`src/rtl/ctf_pkg.sv`:
```
package ctf_pkg;

   localparam int unsigned CTF_REG_W      = 32;
   localparam int unsigned CFG_IMM_BIT    = 0;
   localparam int unsigned CFG_RDCLR_BIT  = 4;
   localparam int unsigned CFG_HS_BIT     = 8;
   localparam int unsigned CFG_LSYNC_BIT  = 12;

   localparam logic [CTF_REG_W-1:0] CTF_CFG_MASK =
      (CTF_REG_W'(1) << CFG_IMM_BIT)   |
      (CTF_REG_W'(1) << CFG_RDCLR_BIT) |
      (CTF_REG_W'(1) << CFG_HS_BIT)    |
      (CTF_REG_W'(1) << CFG_LSYNC_BIT);

   typedef struct packed {
      logic lsync;
      logic hs;
      logic rdclr;
      logic imm;
   } ctf_cfg_t;

   function automatic logic [CTF_REG_W-1:0] ctf_cfg_pack(input ctf_cfg_t c);
      logic [CTF_REG_W-1:0] r;
      r                = '0;
      r[CFG_IMM_BIT]   = c.imm;
      r[CFG_RDCLR_BIT] = c.rdclr;
      r[CFG_HS_BIT]    = c.hs;
      r[CFG_LSYNC_BIT] = c.lsync;
      return r;
   endfunction

   function automatic ctf_cfg_t ctf_cfg_unpack(input logic [CTF_REG_W-1:0] w);
      ctf_cfg_t c;
      c.imm   = w[CFG_IMM_BIT];
      c.rdclr = w[CFG_RDCLR_BIT];
      c.hs    = w[CFG_HS_BIT];
      c.lsync = w[CFG_LSYNC_BIT];
      return c;
   endfunction

endpackage

```
`src/rtl/ctf_cfg_reg.sv`:
```
module ctf_cfg_reg
   import ctf_pkg::*;
(
   input  logic                 clk,
   input  logic                 rst_n,
   input  logic                 wr_en,
   input  logic                 wp_en,
   input  logic [CTF_REG_W-1:0] wdata,
   output ctf_cfg_t             cfg,
   output logic [CTF_REG_W-1:0] rdata
);

   initial begin
      assert (CFG_LSYNC_BIT < CTF_REG_W) else $error("config field beyond register width");
   end

   always_ff @(posedge clk) begin
      if (!rst_n) begin
         cfg <= '0;
      end else if (wr_en && !wp_en) begin
         cfg <= ctf_cfg_unpack(wdata);
      end
   end

   assign rdata = ctf_cfg_pack(cfg);

   // spare bits never read as one
   p_spare_zero_r2: assert property (@(posedge clk) disable iff (!rst_n)
      (rdata & ~CTF_CFG_MASK) == '0);

   // an unprotected write lands one cycle later
   p_write_lands_r2: assert property (@(posedge clk) disable iff (!rst_n)
      wr_en && !wp_en |=> rdata == ($past(wdata) & CTF_CFG_MASK));

   // a protected write is ignored
   p_wp_hold_r3: assert property (@(posedge clk) disable iff (!rst_n)
      wr_en && wp_en |=> $stable(rdata));

endmodule

```
`src/rtl/ctf_fifo_store.sv`:
```
module ctf_fifo_store #(
   parameter int unsigned DATA_W = 32,
   parameter int unsigned DEPTH  = 32
) (
   input  logic                       clk,
   input  logic                       rst_n,
   input  logic                       push_en,
   input  logic [DATA_W-1:0]          push_data,
   input  logic                       pop_en,
   output logic [DATA_W-1:0]          pop_data,
   output logic [$clog2(DEPTH+1)-1:0] level,
   output logic                       full,
   output logic                       empty
);

   localparam int unsigned PTR_W = (DEPTH > 1) ? $clog2(DEPTH) : 1;
   localparam int unsigned LVL_W = $clog2(DEPTH + 1);
   localparam bit          POW2  = ((DEPTH & (DEPTH - 1)) == 0);

   initial begin
      assert (DEPTH >= 4) else $error("DEPTH must be at least 4");
   end

   logic [DATA_W-1:0] mem [DEPTH];
   logic [PTR_W-1:0]  wr_ptr, rd_ptr;
   logic [PTR_W-1:0]  wr_nxt, rd_nxt;

   generate
      if (POW2) begin : g_wrap_free
         assign wr_nxt = wr_ptr + 1'b1;
         assign rd_nxt = rd_ptr + 1'b1;
      end else begin : g_wrap_cmp
         assign wr_nxt = (wr_ptr == PTR_W'(DEPTH - 1)) ? '0 : wr_ptr + 1'b1;
         assign rd_nxt = (rd_ptr == PTR_W'(DEPTH - 1)) ? '0 : rd_ptr + 1'b1;
      end
   endgenerate

   always_ff @(posedge clk) begin
      if (push_en) begin
         mem[wr_ptr] <= push_data;
      end
   end

   always_ff @(posedge clk) begin
      if (!rst_n) begin
         wr_ptr <= '0;
         rd_ptr <= '0;
         level  <= '0;
      end else begin
         if (push_en) wr_ptr <= wr_nxt;
         if (pop_en)  rd_ptr <= rd_nxt;
         case ({push_en, pop_en})
            2'b10:   level <= level + 1'b1;
            2'b01:   level <= level - 1'b1;
            default: level <= level;
         endcase
      end
   end

   assign pop_data = mem[rd_ptr];
   assign full     = (level == LVL_W'(DEPTH));
   assign empty    = (level == '0);

   // the write side never stores into a full buffer
   p_no_push_full_r12: assert property (@(posedge clk) disable iff (!rst_n)
      push_en |-> !full);

   // the read side never takes from an empty buffer
   p_no_pop_empty_r4: assert property (@(posedge clk) disable iff (!rst_n)
      pop_en |-> !empty);

   // a lone push raises the level by one
   p_level_up_r4: assert property (@(posedge clk) disable iff (!rst_n)
      push_en && !pop_en |=> level == LVL_W'($past(level) + 1'b1));

   // level never exceeds capacity
   p_level_cap_r4: assert property (@(posedge clk) disable iff (!rst_n)
      level <= LVL_W'(DEPTH));

endmodule

```
`src/rtl/ctf_start_ctrl.sv`:
```
module ctf_start_ctrl #(
   parameter int unsigned DEPTH    = 32,
   parameter int unsigned BLEN_W   = 16,
   parameter int unsigned BPW_LOG  = 2
) (
   input  logic                       clk,
   input  logic                       rst_n,
   input  logic [BLEN_W-1:0]          blk_bytes,
   input  logic                       imm_mode,
   input  logic [$clog2(DEPTH+1)-1:0] level,
   input  logic                       pop_en,
   output logic                       start_stb,
   output logic                       active
);

   localparam int unsigned LVL_W   = $clog2(DEPTH + 1);
   localparam int unsigned WORDS_W = BLEN_W + 1;
   localparam int unsigned Q3      = (3 * DEPTH) / 4;
   localparam int unsigned HALF    = DEPTH / 2;
   localparam int unsigned QTR     = DEPTH / 4;

   initial begin
      assert (DEPTH % 4 == 0) else $error("DEPTH must be a multiple of 4");
      assert (LVL_W <= WORDS_W) else $error("BLEN_W too narrow for DEPTH");
   end

   logic [WORDS_W-1:0] words;
   logic [WORDS_W-1:0] popped;
   logic [LVL_W-1:0]   thr;
   logic               go;
   logic               last;

   generate
      if (BPW_LOG == 0) begin : g_byte_words
         assign words = (blk_bytes == '0) ? WORDS_W'(1) : {1'b0, blk_bytes};
      end else begin : g_round_words
         logic [WORDS_W-1:0] sum;
         assign sum   = {1'b0, blk_bytes} + WORDS_W'((1 << BPW_LOG) - 1);
         assign words = (blk_bytes == '0) ? WORDS_W'(1) : (sum >> BPW_LOG);
      end
   endgenerate

   always_comb begin
      if (imm_mode)                     thr = LVL_W'(1);
      else if (words >= WORDS_W'(Q3))   thr = LVL_W'(HALF);
      else if (words >= WORDS_W'(HALF)) thr = LVL_W'(QTR);
      else                              thr = words[LVL_W-1:0];
   end

   assign go   = !active && (level >= thr);
   assign last = (popped == words - 1'b1);

   always_ff @(posedge clk) begin
      if (!rst_n) begin
         start_stb <= 1'b0;
         active    <= 1'b0;
         popped    <= '0;
      end else begin
         start_stb <= go;
         if (go) begin
            active <= 1'b1;
            popped <= '0;
         end else if (pop_en) begin
            if (last) begin
               active <= 1'b0;
               popped <= '0;
            end else begin
               popped <= popped + 1'b1;
            end
         end
      end
   end

   // immediate mode starts on the first buffered word
   p_imm_start_r5: assert property (@(posedge clk) disable iff (!rst_n)
      imm_mode && !active && level != '0 |=> start_stb);

   // large blocks wait for half the buffer
   p_hold_half_r6: assert property (@(posedge clk) disable iff (!rst_n)
      !imm_mode && words >= WORDS_W'(Q3) && !active && level < LVL_W'(HALF) |=> !start_stb);

   // medium blocks wait for a quarter of the buffer
   p_hold_qtr_r7: assert property (@(posedge clk) disable iff (!rst_n)
      !imm_mode && words >= WORDS_W'(HALF) && words < WORDS_W'(Q3) && !active
      && level < LVL_W'(QTR) |=> !start_stb);

   // small blocks wait for the whole block
   p_hold_full_blk_r8: assert property (@(posedge clk) disable iff (!rst_n)
      !imm_mode && words < WORDS_W'(HALF) && !active
      && {{(WORDS_W-LVL_W){1'b0}}, level} < words |=> !start_stb);

   // strobe lasts one cycle and coincides with an active transfer
   p_single_pulse_r10: assert property (@(posedge clk) disable iff (!rst_n)
      start_stb |=> !start_stb);
   p_pulse_active_r10: assert property (@(posedge clk) disable iff (!rst_n)
      start_stb |-> active && !$past(active));

   // popping the final word ends the transfer
   p_block_end_r11: assert property (@(posedge clk) disable iff (!rst_n)
      active && pop_en && last |=> !active);

endmodule

```
`src/rtl/ctf_flow_err.sv`:
```
module ctf_flow_err (
   input  logic clk,
   input  logic rst_n,
   input  logic push_valid,
   input  logic full,
   input  logic pop_req,
   input  logic active,
   input  logic empty,
   input  logic rdclr_mode,
   input  logic cmd_new,
   input  logic stat_rd,
   output logic ovf_flag,
   output logic udf_flag
);

   localparam int unsigned N_FLAG = 2;

   logic [N_FLAG-1:0] ev;
   logic [N_FLAG-1:0] flag;
   logic              clr;

   assign ev[0] = push_valid && full;
   assign ev[1] = pop_req && active && empty;
   assign clr   = rdclr_mode ? stat_rd : cmd_new;

   generate
      for (genvar i = 0; i < N_FLAG; i++) begin : g_flag
         always_ff @(posedge clk) begin
            if (!rst_n)     flag[i] <= 1'b0;
            else if (ev[i]) flag[i] <= 1'b1;
            else if (clr)   flag[i] <= 1'b0;
         end
      end
   endgenerate

   assign ovf_flag = flag[0];
   assign udf_flag = flag[1];

   // push into a full buffer raises overflow
   p_ovf_set_r12: assert property (@(posedge clk) disable iff (!rst_n)
      push_valid && full |=> ovf_flag);

   // request on an empty active transfer raises underflow
   p_udf_set_r13: assert property (@(posedge clk) disable iff (!rst_n)
      pop_req && active && empty |=> udf_flag);

   // in command-clear mode a status read alone keeps the flag
   p_stat_keeps_r14: assert property (@(posedge clk) disable iff (!rst_n)
      ovf_flag && !rdclr_mode && !cmd_new |=> ovf_flag);

   // in read-clear mode a command alone keeps the flag
   p_cmd_keeps_r14: assert property (@(posedge clk) disable iff (!rst_n)
      udf_flag && rdclr_mode && !stat_rd |=> udf_flag);

endmodule

```
`src/rtl/card_tx_fifo_start.sv`:
```
module card_tx_fifo_start
   import ctf_pkg::*;
#(
   parameter int unsigned DATA_W = 32,
   parameter int unsigned DEPTH  = 32,
   parameter int unsigned BLEN_W = 16
) (
   input  logic                       clk,
   input  logic                       rst_n,
   input  logic                       cfg_wr,
   input  logic [31:0]                cfg_wdata,
   input  logic                       wp_en,
   output logic [31:0]                cfg_rdata,
   output logic                       hs_mode,
   output logic                       last_sync,
   input  logic [BLEN_W-1:0]          blk_bytes,
   input  logic                       cmd_new,
   input  logic                       stat_rd,
   input  logic                       push_valid,
   input  logic [DATA_W-1:0]          push_data,
   output logic                       push_ready,
   input  logic                       pop_req,
   output logic                       pop_valid,
   output logic [DATA_W-1:0]          pop_data,
   output logic                       start_stb,
   output logic                       xfer_active,
   output logic [$clog2(DEPTH+1)-1:0] fill_level,
   output logic                       ovf_flag,
   output logic                       udf_flag
);

   localparam int unsigned BPW     = DATA_W / 8;
   localparam int unsigned BPW_LOG = (BPW > 1) ? $clog2(BPW) : 0;

   initial begin
      assert (DATA_W % 8 == 0) else $error("DATA_W must be whole bytes");
      assert ((1 << BPW_LOG) == BPW) else $error("bytes per word must be a power of two");
      assert (CTF_REG_W == 32) else $error("register width mismatch");
   end

   ctf_cfg_t cfg;
   logic     full, empty;
   logic     push_en, pop_en;

   ctf_cfg_reg u_cfg (
      .clk   (clk),
      .rst_n (rst_n),
      .wr_en (cfg_wr),
      .wp_en (wp_en),
      .wdata (cfg_wdata),
      .cfg   (cfg),
      .rdata (cfg_rdata)
   );

   assign hs_mode   = cfg.hs;
   assign last_sync = cfg.lsync;

   assign push_ready = !full;
   assign push_en    = push_valid && !full;
   assign pop_valid  = xfer_active && !empty;
   assign pop_en     = pop_req && pop_valid;

   ctf_fifo_store #(
      .DATA_W (DATA_W),
      .DEPTH  (DEPTH)
   ) u_store (
      .clk       (clk),
      .rst_n     (rst_n),
      .push_en   (push_en),
      .push_data (push_data),
      .pop_en    (pop_en),
      .pop_data  (pop_data),
      .level     (fill_level),
      .full      (full),
      .empty     (empty)
   );

   ctf_start_ctrl #(
      .DEPTH   (DEPTH),
      .BLEN_W  (BLEN_W),
      .BPW_LOG (BPW_LOG)
   ) u_start (
      .clk       (clk),
      .rst_n     (rst_n),
      .blk_bytes (blk_bytes),
      .imm_mode  (cfg.imm),
      .level     (fill_level),
      .pop_en    (pop_en),
      .start_stb (start_stb),
      .active    (xfer_active)
   );

   ctf_flow_err u_err (
      .clk        (clk),
      .rst_n      (rst_n),
      .push_valid (push_valid),
      .full       (full),
      .pop_req    (pop_req),
      .active     (xfer_active),
      .empty      (empty),
      .rdclr_mode (cfg.rdclr),
      .cmd_new    (cmd_new),
      .stat_rd    (stat_rd),
      .ovf_flag   (ovf_flag),
      .udf_flag   (udf_flag)
   );

   // offered data only while a transfer runs
   p_offer_active_r4: assert property (@(posedge clk) disable iff (!rst_n)
      pop_valid |-> xfer_active && fill_level != '0);

endmodule

```
`config.mk`:
```
export PLATFORM = sky130hd
export DESIGN_NAME = card_tx_fifo_start
export DESIGN_NICKNAME = d
export VERILOG_FILES = /design/src/rtl/ctf_pkg.sv /design/src/rtl/ctf_cfg_reg.sv /design/src/rtl/ctf_fifo_store.sv /design/src/rtl/ctf_start_ctrl.sv /design/src/rtl/ctf_flow_err.sv /design/src/rtl/card_tx_fifo_start.sv
export SDC_FILE = /design/constraint.sdc
export NUM_CORES = 1
export LEC_CHECK = 0
export BUFFER_PORTS_ARGS = -buffer_cell sky130_fd_sc_hd__buf_4
export CORE_MARGIN = 3
export CORE_UTILIZATION = 29
export CTS_CLUSTER_SIZE = 8
export DETAILED_ROUTE_END_ITERATION = 10
export GPL_ROUTABILITY_DRIVEN = 0
export PLACE_DENSITY = 0.44
export REMOVE_ABC_BUFFERS = 1
export SLEW_MARGIN = 20
export SYNTH_ARGS = -nofsm -noshare
export SYNTH_HDL_FRONTEND = slang
export SYNTH_SLANG_ARGS = --single-unit
export TNS_END_PERCENT = 1
```
`constraint.sdc`:
```
create_clock -name clk -period 8.66 [get_ports clk]
set_input_delay 0.866 -clock clk [delete_from_list [all_inputs] [get_ports clk]]
set_output_delay 0.866 -clock clk [all_outputs]
set_load 0.02 [all_outputs]
```
**After elaboration in Yosys (flattened, before gate mapping)**

Memories as Yosys holds them, arrays and structs flattened. A register that Yosys moved wholly into a read port is not among the register bits.
Index checks and enable logic that the tools add are counted.

- Add/subtract/negate cells: 7
- $lt $le $gt $ge: 3
- Equality and inequality tests: 4
- Muxes and demuxes: 17
- Bitwise logic cells: 1
- Reductions and logical operators: 21

Operators with widths:

| kind | count |
|---|---|
| >= comparator 17 x 5 -> 1 bit, second input constant | 2 |
| 2-to-1 mux 6 bit | 3 |
| adder 16 x 2 -> 17 bit, second input constant | 1 |
| adder 17 x 1 -> 17 bit, second input constant | 1 |
| equality test 17 bit | 1 |
| 2-to-1 mux 17 bit | 1 |
| subtractor 17 x 1 -> 17 bit, second input constant | 1 |
| zero test 16 bit | 1 |
| 2-to-1 mux 15 bit | 1 |
| case mux 6 bit (2 select lines) | 1 |
| adder 5 x 1 -> 5 bit, second input constant | 2 |
| 2-to-1 mux 5 bit | 2 |
| nonzero test 2 bit | 5 |
| 2-to-1 mux 1 bit | 9 |
| logical AND 1 bit | 8 |
| adder 6 x 1 -> 6 bit, second input constant | 1 |
| equality test 6 bit, second input constant | 1 |
| >= comparator 6 bit | 1 |
| zero test 6 bit | 1 |
| subtractor 6 x 1 -> 6 bit, second input constant | 1 |
| zero test 1 bit | 4 |
| equality test 2 x 1 -> 1 bit, second input constant | 1 |
| equality test 2 bit, second input constant | 1 |
| AND reduction 2 bit | 1 |
| 2 further kinds | 2 |

- Bits in registers: 41
- RAM bits: 1024
- Input bits: 88
- Output and inout port bits: 78
- Logic and storage cells: 66
- Memories kept: 1

Memories:

| name | depth | bits a word | rd ports | clocked after Yosys merged registers in | wr ports | RTL line | source |
|---|---|---|---|---|---|---|---|
| u_store.mem | 32 | 32 | 1 | 1 | 1 | ctf_fifo_store.sv:24 | `logic [DATA_W-1:0] mem [DEPTH];` |

**Logic depth before layout (Yosys ltp)**

Gate-level depths: netlist of run 1.

- Word-level depth: 10
- Gate-level depth with buffers: 17
- Gate-level depth less buffers: 15

**By module**

From an unflattened synthesis of run 1, not the netlist that was laid out.

- Cells, all modules: 2379
- Area total of the unflattened synthesis: 42982.5 sq um

Modules (own cells, without submodules):

| module | instances | cells an instance | area an instance (sq um) | seq. area each (sq um) |
|---|---|---|---|---|
| ctf_fifo_store | 1 | 2043 | 40319.9 | 31169.9 |
| ctf_start_ctrl | 1 | 271 | 2139.6 | 380.4 |
| ctf_cfg_reg | 1 | 52 | 410.4 | 80.1 |
| ctf_flow_err | 1 | 9 | 87.6 | 40.0 |
| card_tx_fifo_start | 1 | 4 | 25.0 | 0.0 |

**Worst setup path before layout of run 1**

OpenSTA, ideal clock, no wires.

- Path type: input to register
- Start point: input port blk_bytes[9]
- End point: register u_start.popped[8]
- Library setup time: 0.064 ns
- Data arrival time: 4.059 ns
- Data required time: 8.596 ns
- Path slack: 4.537 ns
- Stages: 17
- Buffers on the path: 3
- Cells stage by stage: clkbuf_1 -> nand3_1 -> or3_1 -> buf_6 -> o21a_4 -> nor3_1 -> nor3b_1 -> nand2b_1 -> ha_1 -> a21o_1 -> a21o_1 -> a21o_1 -> a211o_1 -> a21oi_1 -> o21ai_4 -> buf_6 -> nor2_1

- Cells in the longest elaborated chain, start to end: 9
- Elaborated cells on any way between the ends: 14
- Classes of those cells: add/sub: 2; order compare: 3; eq/ne: 1; mux: 5; reduce/logical: 3

RTL lines:

| element | RTL line | source |
|---|---|---|
| start: declaration | card_tx_fifo_start.sv:16 | `input logic [BLEN_W-1:0] blk_bytes,` |
| adder 16 x 2 -> 17 bit / zero test 16 bit (equally long branches) | ctf_start_ctrl.sv:38, ctf_start_ctrl.sv:39 |  |
| 2-to-1 mux 15 bit (*) | ctf_start_ctrl.sv:39 | `assign words = (blk_bytes == '0) ? WORDS_W'(1) : (sum >> BPW_LOG);` |
| >= comparator 17 x 5 -> 1 bit | ctf_start_ctrl.sv:46 | `else if (words >= WORDS_W'(HALF)) thr = LVL_W'(QTR);` |
| 2-to-1 mux 6 bit | ctf_start_ctrl.sv:46 |  |
| 2-to-1 mux 6 bit | ctf_start_ctrl.sv:45 | `else if (words >= WORDS_W'(Q3)) thr = LVL_W'(HALF);` |
| 2-to-1 mux 6 bit | ctf_start_ctrl.sv:44 | `if (imm_mode) thr = LVL_W'(1);` |
| >= comparator 6 bit | ctf_start_ctrl.sv:50 | `assign go = !active && (level >= thr);` |
| logical AND 1 bit | ctf_start_ctrl.sv:50 |  |
| OR reduction 2 bit (no source line) | -- |  |
| end signal: assignment | ctf_start_ctrl.sv:68 | `popped <= popped + 1'b1;` |
| end: declaration | ctf_start_ctrl.sv:28 | `logic [WORDS_W-1:0] popped;` |

Every way passes the cells marked *; elsewhere a longest branch is shown, timed or not.
A chain may end at the register's enable or synchronous reset.

==> flow_metrics.tcl, run 1 <==
set metrics [dict create \
    rows 139 \
    antenna_found_initial 3 \
    drt_iter0_drc 1551 \
    power_w 0.01135 \
    cts_root_buffer "clkbuf_16" \
    final_common_cell "edfxtp_1" \
    drt_first_pass_iters 5 \
    postSynthCellCount 1923 \
    grt_max_degree 149 \
    grt_pass1_vias 21871 \
    slew_headroom_pct 23.00 \
    postRouteAntennaNets 0 \
    dieArea_mm2 0.1504 \
    dpl.hpwl_mm 58.49 \
    nNetsFinal 2240 \
    post_cts_resized 0 \
    hold_viol_final 0 \
    synthArstFlopShare_pct 0 \
    clk_pin_slew_ns 0.05 \
    placed_cells 3881 \
    instances_no_fill 4069 \
    core_area_mm2 0.1442 \
    finalCritPeriodShare_pct 58.65 \
    crit_path_max_incr_delay_ns 0.90 \
    cp.depth 5 \
    ys.flop_type "edfxtp_1" \
    reg2reg_to "u_store.level[5]" \
    path_cells "buf_4, mux4_2, mux4_2, mux2_2, buf_4" \
    hold_path.class "input pin to flop" \
    layout_common_cells "edfxtp_1 (1024), mux4_2 (320), clkbuf_16 (153)" \
    initial_utilization_pct 29.33 \
    maxCapViolCount 0 \
    cp_max_fo 47 \
    pwr_density_cell_mw_per_mm2 228.2 \
    endpoint "pop_data[18]" \
    cts_tree "done" \
    synth-seq-cells 1070 \
    routed_wl_mm 111.8 \
    grt_pass1_wl_mm 160.8 \
    die_y_um 387.9 \
    avgSynthCellArea_um2 21.99 \
    crit_arrival_ns 4.21 \
    post-cts-setup-buffers 0 \
    htree_num_levels 4 \
    reg2reg_from "u_store.level[1]" \
    yosys.cell_types.count 76 \
    fin_ws_ns 3.581 \
    grt_overflow 0 \
    holdWs_ns 0.3564 \
    place_ws_ns 3.836 \
    setup_violations 0 \
    boundaryPins 166 \
    synth-edff-count 1024 \
    cp_slowest_cell "buf_4" \
    die_w_um 387.9 \
    max_freq_ghz 0.1969 \
    vias 20085 \
    clock_skew_ns 0.02930 \
    timing.critical_path.buf_inv 2 \
    grt_usage_pct 14.95 \
    peakVddDrop_v 0.0001532 \
    reg2reg_depth 13 \
    portBuffers 109 \
    worst-r2r-setup-slack_ns 5.10 \
    routedWlPerCell_um 27.47 \
    insertion_delay_ns 0.76 \
    p_leak_nw 15.08 \
    drc 0 \
    area_delta_synth_final_pct 17.60 \
    criticalPathCategory "flop to primary output" \
    cts_made_buffers 152 \
    drive_gt1_share_pct 33.69 \
    crit_path_start_kind "flop" \
    required_ns 7.79 \
    clock_sinks 1070 \
    clockBufferDepth 3 \
    rsz0062_at_grt "false" \
    syn-cell-area_mm2 0.04229 \
    viasPerCell 4.936 \
    critical_path.top_delay_family "multiplexers" \
    end_kind "primary output" \
    worst_pin_slew_ns 1.155 \
    postCtsHoldBufs 0 \
    period_minus_slack_ns 5.079 \
    status "complete, no violations" \
    synth_warnings 0 \
    maxSlewViolCount 0 \
    seq_area_frac_synth_pct 74.90 \
]
==> layer usage <==
metal | vias to the layer above | global-route usage [%] | part of all wire [%]
li1 | 8402 | - | -
met2 | 560 | 24.54 | 49
met3 | 149 | 2.746 | 5.0
met4 | 2 | 3.937 | 1.7
met5 | - | 0 | 0.018
met1 | 10972 | 20.46 | 45
==> power breakdown <==
part / total [W] / leakage (nW) / internal [W] / switching, W
Sequential: 0.00572 / 9.60 / 0.00571 / 0.0000126
Combinational: 0.000331 / 3.46 / 0.000114 / 0.000217
Clock: 0.00530 / 2.01 / 0.00316 / 0.00213
Total: 0.0113 / 15.1 / 0.00899 / 0.00236
==> layout make-up <==
cell class	instances	area (um^2)
inverters	14	52.55
well taps	1903	2381
multi-input cells	741	10290
repair buffers	153	1174
fillers	13401	94450
flip-flops and latches	1070	31690
clock buffers	173	3914
clock inverters	13	221.5
diodes	2	5.005
==> cell usage after synthesis, drive strengths merged, types with 6 or more instances <==
| cell | number | area share (%) |
|---|---|---|
| edfxtp | 1024 | 73 |
| mux4 | 320 | 17 |
| nor2 | 96 | 0.85 |
| buf | 64 | 0.91 |
| clkbuf | 61 | 0.54 |
| dfxtp | 46 | 2.2 |
| mux2 | 32 | 0.85 |
| nand2 | 27 | 0.24 |
| xor2 | 27 | 0.56 |
| xnor2 | 20 | 0.41 |
| ha | 19 | 0.56 |
| a21oi | 17 | 0.20 |
| inv | 13 | 0.12 |
| o21ai | 13 | 0.18 |
| nand4 | 12 | 0.19 |
| nor4 | 10 | 0.18 |
| nand3 | 9 | 0.11 |
| or3 | 8 | 0.13 |
| a21o | 7 | 0.13 |
| mux2i | 7 | 0.17 |
| nor3 | 7 | 0.083 |
| and3 | 6 | 0.089 |
| nand2b | 6 | 0.089 |
| or2 | 6 | 0.089 |
==> logic make-up (layout without fill, tap and decap cells) <==
logic type | count (synthesis) | after routing | share of synthesized area [%]
and+or+nand+nor | 212 | 212 | 2.524
buffers and inverters | 139 | 353 | 1.574
other | 2 | 31 | 0.01776
xor gates and xnor gates | 48 | 48 | 1.027
muxes | 359 | 359 | 18.06
AOI/OAI and AO/OA | 73 | 73 | 1.290
DFF | 1070 | 1070 | 74.90
adders and majority gates | 20 | 20 | 0.6095
==> stage by stage <==
step | cell area [um^2] | setup TNS, ns | util [%]
2_1_floorplan | 41770 | -131.13 | -
6_report | 49730 | 0 | 34.49
4_1_cts | 49720 | 0 | 34.49
3_3_place_gp | 45590 | 0 | 31.62
5_1_grt | 49720 | 0 | 34.49
3_5_place_dp | 45590 | 0 | 31.62
==> worst min path at each step <==
stage | from | to | slack [ns] | cells past startpoint
5_1_grt | cfg_wdata[12] | u_cfg.cfg[3] | 0.33 | 3
6_report | cfg_wdata[8] | u_cfg.cfg[2] | 0.36 | 3
3_5_place_dp | u_err.ovf_flag | u_err.ovf_flag | 0.49 | 2
2_1_floorplan | u_store.rd_ptr[4] | flop | 0.48 | 2
3_3_place_gp | u_err.udf_flag | u_err.udf_flag | 0.48 | 2
4_1_cts | cfg_wdata[8] | u_cfg.cfg[2] | 0.29 | 3
==> registers in the layout, summed over array words and instances, names as in the netlist, named ones only <==
| register | cells |
|---|---|
| u_start.popped | 17 |
| u_store.mem | 1024 |
| u_start.start_stb | 1 |
| u_store.level | 6 |
| u_err.udf_flag | 1 |
| u_start.active | 1 |
| u_cfg.cfg | 4 |
| u_store.wr_ptr | 5 |
| u_store.rd_ptr | 5 |
| u_err.ovf_flag | 1 |
==> worst register-to-register path, delay by kind of cell (launching register included) <==
kind,cells,cell delay (ns)
compound gates,5,0.79
xor+xnor,1,0.09
fa+ha+maj,2,0.57
buf+inv,1,0.22
flops,1,0.38
simple gates,4,1.40
(Power assumes the default switching activity.)
==> run 2: changes to the inputs <==
--- a/config.mk
+++ b/config.mk
@@ -5,13 +5,14 @@
 export SDC_FILE = /design/constraint.sdc
 export NUM_CORES = 1
 export LEC_CHECK = 0
+export ABC_AREA = 1
 export BUFFER_PORTS_ARGS = -buffer_cell sky130_fd_sc_hd__buf_4
 export CORE_MARGIN = 3
 export CORE_UTILIZATION = 29
 export CTS_CLUSTER_SIZE = 8
 export DETAILED_ROUTE_END_ITERATION = 10
 export GPL_ROUTABILITY_DRIVEN = 0
-export PLACE_DENSITY = 0.44
+export PLACE_DENSITY = 0.43
 export REMOVE_ABC_BUFFERS = 1
 export SLEW_MARGIN = 20
 export SYNTH_ARGS = -nofsm -noshare
==> constraint.sdc (replaced) <==
create_clock -name clk -period 5.1 [get_ports clk]
set_input_delay 0.51 -clock clk [delete_from_list [all_inputs] [get_ports clk]]
set_output_delay 0.51 -clock clk [all_outputs]
set_load 0.02 [all_outputs]
==> flow_metrics.tcl, run 2 <==
set metrics [dict create \
    synth_compound_area_share_pct 12.86 \
    setup_violations 0 \
    crit_top_cell "buf_4" \
    synth-seq-cells 1070 \
    cts_tree "done" \
    synth_top_area_share_pct 71.04 \
    drt_first_pass_iters 7 \
    crit_arrival_ns 3.74 \
    final_util_pct 34.34 \
    initial_utilization_pct 29.24 \
    area_delta_synth_final_pct 17.45 \
    timing.critical_path.buf_inv 2 \
    synth_warnings 0 \
    portBuffers 109 \
    end_kind "primary output" \
    reg_top3 "u_store.mem: 1024 flops, u_start.popped: 17 flops, u_store.level: 6 flops" \
    p_seq_share_pct 48.1 \
    dpl.hpwl_mm 69.35 \
    synthArstFlopShare_pct 0 \
    boundaryPins 166 \
    grt_pass1_vias 27217 \
    maxSlewViolCount 0 \
    slew_headroom_pct 27.85 \
    cts_made_buffers 152 \
    hold_path.class "input pin to flop" \
    crit_path_max_incr_delay_ns 0.82 \
    status "complete, no violations" \
    critical_path.top_delay_family "compound AO/OA/AOI/OAI gates" \
    p_leak_nw 16.44 \
    ys.flop_type "edfxtp_1" \
    yosys.area_share.simple_pct 9.545 \
    insertion_delay_ns 0.76 \
    crit_path_start_kind "flop" \
    max_freq_ghz 0.2352 \
    worst_pin_slew_ns 1.082 \
    power_w 0.02027 \
    synth_common_cells "edfxtp_1 (1024), nor2_1 (661), o21ai_0 (567)" \
    top_register "u_store.mem" \
    die_y_um 392.3 \
    rsz0062_at_grt "false" \
    required_ns 4.59 \
    dieArea_mm2 0.1539 \
    synth_top_family_by_area "compound AO/OA/AOI/OAI gates" \
    postSynthCellCount 3361 \
    pwr_density_cell_mw_per_mm2 398.8 \
    maxCapViolCount 0 \
    place_area_mm2 0.04660 \
    clk_pin_slew_ns 0.05 \
    cp_slowest_cell "dfxtp_4" \
    yosysTopAreaCell "edfxtp_1" \
    clockBufferDepth 3 \
    yosysMostFrequentCell "edfxtp_1" \
    die_w_um 392.3 \
    grt_usage_pct 17.10 \
    antenna_found_initial 8 \
    yosys.cell_types.count 51 \
    viasPerCell 5.082 \
    seq_area_frac_synth_pct 73.17 \
    synth.area.mux_share_pct 0.02313 \
    path_cells "buf_4, o21ai_0, o221ai_1, a31oi_1, a32oi_1, buf_4" \
    drc 0 \
    grt_max_degree 136 \
    switchingPower_w 0.004760 \
    rows 141 \
    drive_gt1_share_pct 12.86 \
    final_common_cell "edfxtp_1" \
    syn-cell-area_mm2 0.04328 \
    layout_common_cells "edfxtp_1 (1024), nor2_1 (633), o21ai_0 (567)" \
    clock_skew_ns 0.04825 \
    htree_num_levels 4 \
    cp_max_fo 73 \
    clock_sinks 1070 \
    synth-adder-area-share_pct 0.5955 \
    avgSynthCellArea_um2 12.88 \
    routed_wl_mm 132.8 \
    pwr-share-comb_pct 6.9 \
    nNetsFinal 3595 \
    vias 27716 \
    postLayoutCellArea_mm2 0.05084 \
    clkPwrFrac_pct 45.0 \
    drt_iter0_drc 2156 \
    grt_pass1_wl_mm 191.6 \
    period_minus_slack_ns 4.252 \
    finalCritPeriodShare_pct 83.37 \
    peakVddDrop_v 0.0002334 \
    postRouteAntennaNets 0 \
    criticalPathCategory "flop to primary output" \
    internal_power_w 0.01551 \
    synthXorXnorAreaFrac_pct 0.4856 \
    ys_top_cells_by_area "edfxtp_1 (71%), o21ai_0 (6.6%), nor2_1 (5.7%)" \
    swShare_pct 23.48 \
    synth-edff-count 1024 \
    hold_viol_final 0 \
    core_area_mm2 0.1480 \
    cts_root_buffer "clkbuf_16" \
    grt_overflow 0 \
    routedWlPerCell_um 24.34 \
    largest_reg_flops 1024 \
    post-cts-setup-buffers 0 \
]
==> run 2: cell types whose count changed after synthesis, sizes merged, moves of 117 or more <==
cell,delta
nor2,+591
o21ai,+555
mux4,-320
o221ai,+205
clkbuf,+150
nand2,+117
==> run 2: what timing repair did <==
item	4_1_cts	5_1_grt
hold endpoints to repair	3	0
hold buffers	3	0
resized for setup	0	0
==> run 2: path summary, 6_finish.rpt <==
kind / start / endpoint / slack (ns) / cells past startpoint
worst max register to register: u_store.level[1] / u_store.level[5] / 1.40 / 16
worst min-delay path: cfg_wdata[0] / u_cfg.cfg[0] / 0.06 / 3
worst max-delay path: flop / pop_data[10] / 0.85 / 6
worst min register to register: u_err.ovf_flag / u_err.ovf_flag / 0.47 / 2
==> run 2: layout make-up <==
cell class,count,area (um^2)
Tap cell,1930,2415
Clock buffer,176,3915
Inverter,91,366.6
Timing Repair Buffer,198,1644
Sequential cell,1070,31690
Multi-Input combinational cell,1974,10520
Fill cell,14507,97180
Antenna cell,1,2.502
Clock inverter,14,291.5
==> run 2: power by group through the flow <==
stage | registers [W] | logic, W | clock network [W]
2_1_floorplan | 0.00999 | 0.000750 | 0
3_3_place_gp | 0.00993 | 0.00142 | 0
3_5_place_dp | 0.00993 | 0.00142 | 0
4_1_cts | 0.00976 | 0.00142 | 0.00936
5_1_grt | 0.00976 | 0.00156 | 0.00970
6_report | 0.00976 | 0.00140 | 0.00912
==> run 2: cell families (layout without fill, tap and decap cells) <==
family | count (synthesis) | in the layout
DFF | 1070 | 1070
and+or+nand+nor | 989 | 989
AOI/OAI and AO/OA | 911 | 911
buffers and inverters | 344 | 479
xor gates and xnor gates | 24 | 24
adders and majority gates | 20 | 20
other | 2 | 30
muxes | 1 | 1
==> run 2: per-layer routing <==
layer,track usage (%),share of wire [%],wire [um],vias up
met3,3.239,5.1,6767,204
met5,0,0.041,54,-
met1,23.33,46,60450,14044
met4,4.627,2.1,2781,8
li1,-,-,-,12761
met2,27.86,47,62720,699
==> run 2: per-stage QoR <==
stage	setup TNS [ns]	std cells	hold WS, ns	worst slack [ns]
6_report	0	5454	0.06198	0.8479
5_1_grt	0	5453	0.05012	0.5892
4_1_cts	0	5453	0.007347	0.7295
3_5_place_dp	0	5260	0.4658	0.8461
3_3_place_gp	0	5260	0.4630	0.8478
2_1_floorplan	-446.25	3135	0.4789	-13.98
==> run 2: worst reg2reg max path, stage by stage (launching register included) <==
cell and delay (ns):
dfxtp_1 0.37, nor4_1 0.46, nand3_1 0.21, nand2_1 0.47
inv_1 0.26, ha_1 0.33, ha_1 0.36, a21oi_1 0.14
and2_1 0.16, inv_1 0.05, a21oi_1 0.12, inv_1 0.05
a21oi_1 0.15, o21ai_0 0.09, a21o_1 0.18, o21ai_0 0.14
a21oi_1 0.05
==> run 3: changes to the inputs <==
--- a/config.mk
+++ b/config.mk
@@ -5,14 +5,14 @@
 export SDC_FILE = /design/constraint.sdc
 export NUM_CORES = 1
 export LEC_CHECK = 0
-export ABC_AREA = 1
+export ABC_AREA = 0
 export BUFFER_PORTS_ARGS = -buffer_cell sky130_fd_sc_hd__buf_4
 export CORE_MARGIN = 3
 export CORE_UTILIZATION = 29
 export CTS_CLUSTER_SIZE = 8
 export DETAILED_ROUTE_END_ITERATION = 10
 export GPL_ROUTABILITY_DRIVEN = 0
-export PLACE_DENSITY = 0.43
+export PLACE_DENSITY = 0.44
 export REMOVE_ABC_BUFFERS = 1
 export SLEW_MARGIN = 20
 export SYNTH_ARGS = -nofsm -noshare
==> constraint.sdc (replaced) <==
create_clock -name clk -period 4.23 [get_ports clk]
set_input_delay 0.423 -clock clk [delete_from_list [all_inputs] [get_ports clk]]
set_output_delay 0.423 -clock clk [all_outputs]
set_load 0.02 [all_outputs]
==> flow_metrics.tcl, run 3 (synthesized netlist as in run 1, its figures left out) <==
set metrics [dict create \
    status "complete, no violations" \
    crit_path_start_kind "flop" \
    place_area_mm2 0.04622 \
    seq_area_mm2 0.03169 \
    criticalPathCategory "flop to primary output" \
    cp_slowest_cell "mux4_2" \
    maxCapViolCount 0 \
    pwr_density_cell_mw_per_mm2 461.1 \
    die_w_um 387.9 \
    drt_iter0_drc 1555 \
    pwr-share-comb_pct 3.0 \
    max_freq_ghz 0.2561 \
    grt_usage_pct 14.84 \
    power_w 0.02326 \
    grt_pass1_vias 22136 \
    routed_wl_mm 110.4 \
    nNetsFinal 2296 \
    postLayoutCellArea_mm2 0.05044 \
    rows 139 \
    cts_made_buffers 152 \
    switchingPower_w 0.004704 \
    die_y_um 387.9 \
    clock_skew_ns 0.02245 \
    crit_arrival_ns 3.48 \
    path_cells "buf_12, buf_4, mux4_2, mux4_2, mux2_2, buf_4" \
    crit_path_max_incr_delay_ns 0.56 \
    finalCritPeriodShare_pct 92.29 \
    vias 20127 \
    clkPwrFrac_pct 46.6 \
    p_leak_nw 15.44 \
    setup_violations 0 \
    clockBufferDepth 3 \
    dpl.hpwl_mm 61.81 \
    final_common_cell "edfxtp_1" \
    grt_overflow 0 \
    viasPerCell 4.873 \
    antenna_found_initial 3 \
    p_seq_share_pct 50.4 \
    required_ns 3.81 \
    portBuffers 109 \
    cts_root_buffer "clkbuf_16" \
    initial_utilization_pct 29.33 \
    area_delta_synth_final_pct 19.28 \
    maxSlewViolCount 0 \
    period_minus_slack_ns 3.904 \
    n_antenna_cell 0 \
    end_kind "primary output" \
    insertion_delay_ns 0.75 \
    boundaryPins 166 \
    postRouteAntennaNets 0 \
    drc 0 \
    layout_common_cells "edfxtp_1 (1024), mux4_2 (320), buf_4 (179)" \
    cts_tree "done" \
    drt_first_pass_iters 5 \
    fillers 13315 \
    routedWlPerCell_um 26.74 \
    multi_input_area_mm2 0.01029 \
    htree_num_levels 4 \
    clk_pin_slew_ns 0.05 \
    swShare_pct 20.23 \
    worst_pin_slew_ns 0.9257 \
    drive_gt1_share_pct 34.98 \
    post_cts_resized 0 \
    reg_top3 "u_store.mem: 1024 flops, u_start.popped: 17 flops, u_store.level: 6 flops" \
    hold_path.class "input pin to flop" \
    dieArea_mm2 0.1504 \
    cp_max_fo 25 \
    rsz0062_at_grt "false" \
    grt_max_degree 83 \
    clock_sinks 1070 \
    core_area_mm2 0.1442 \
    internal_power_w 0.01855 \
    grt_pass1_wl_mm 160.7 \
    slew_headroom_pct 38.29 \
    top_register "u_store.mem" \
    hold_viol_final 0 \
    peakVddDrop_v 0.0004104 \
    largest_reg_flops 1024 \
]
## run 3: cell count changes in the layout (fill, tap and decap cells not counted), moves of 20 or more
cell / delta
a31oi_1: -30
a32oi_1: -25
inv_1: -70
mux2_2: +32
mux4_2: +320
nand2_1: -99
nand3_1: -112
nor2_1: -569
nor2_2: -20
o21ai_0: -555
o221ai_1: -205
o22ai_1: -50
## run 3: layout make-up
cell class | count | area share, %
sequential | 1070 | 62.83
multi-input combinational | 741 | 20.40
clock buffer | 183 | 8.025
tap | 1903 | 4.721
timing repair buffer | 209 | 3.716
clock inverter | 10 | 0.2059
inverter | 14 | 0.1042
## run 3: metal layers
layer	part of all wire [%]	global-route usage [%]	vias up
met1	42	19.24	10898
met3	4.9	3.344	164
met2	51	25.19	528
met4	1.8	3.735	4
li1	-	-	8533
met5	0.024	0	-
## run 3: worst max-delay path, delay by kind of cell (launching register included)
family,cells,cell delay (ns)
buf+inv,3,0.76
flops,1,0.55
mux,3,1.38
## run 3: metrics by stage
step	TNS (ns)	setup WS (ns)	cells	hold slack, ns	util [%]
3_5_place_dp	0	0.1198	3930	0.4903	32.06
4_1_cts	0	0.1665	4130	0.008958	34.98
3_3_place_gp	0	0.06502	3930	0.4779	32.06
2_1_floorplan	-258.71	-8.085	1825	0.4847	-
5_1_grt	0	0.1137	4130	0.04236	34.98
6_report	0	0.3260	4130	0.08041	34.98
## run 3: power by group through the flow
stage	sequential (W)	clock, W	combinational [W]
2_1_floorplan	0.0119	0	0.000319
3_3_place_gp	0.0119	0	0.000691
3_5_place_dp	0.0119	0	0.000712
4_1_cts	0.0117	0.0112	0.000719
5_1_grt	0.0117	0.0116	0.000765
6_report	0.0117	0.0108	0.000700
## run 3: final timing paths
| kind | startpoint | end | slack (ns) | cells after the start |
|---|---|---|---|---|
| max | flop | pop_data[7] | 0.33 | 6 |
| min | cmd_new | u_err.udf_flag | 0.08 | 4 |
| max reg2reg | u_store.level[1] | u_store.level[5] | 0.76 | 14 |
| min reg2reg | u_err.ovf_flag | u_err.ovf_flag | 0.50 | 2 |
## run 3: what timing repair did
action,4_1_cts,5_1_grt
hold buffers,7,0
endpoints found under the hold margin,8,0
setup buffers,0,0
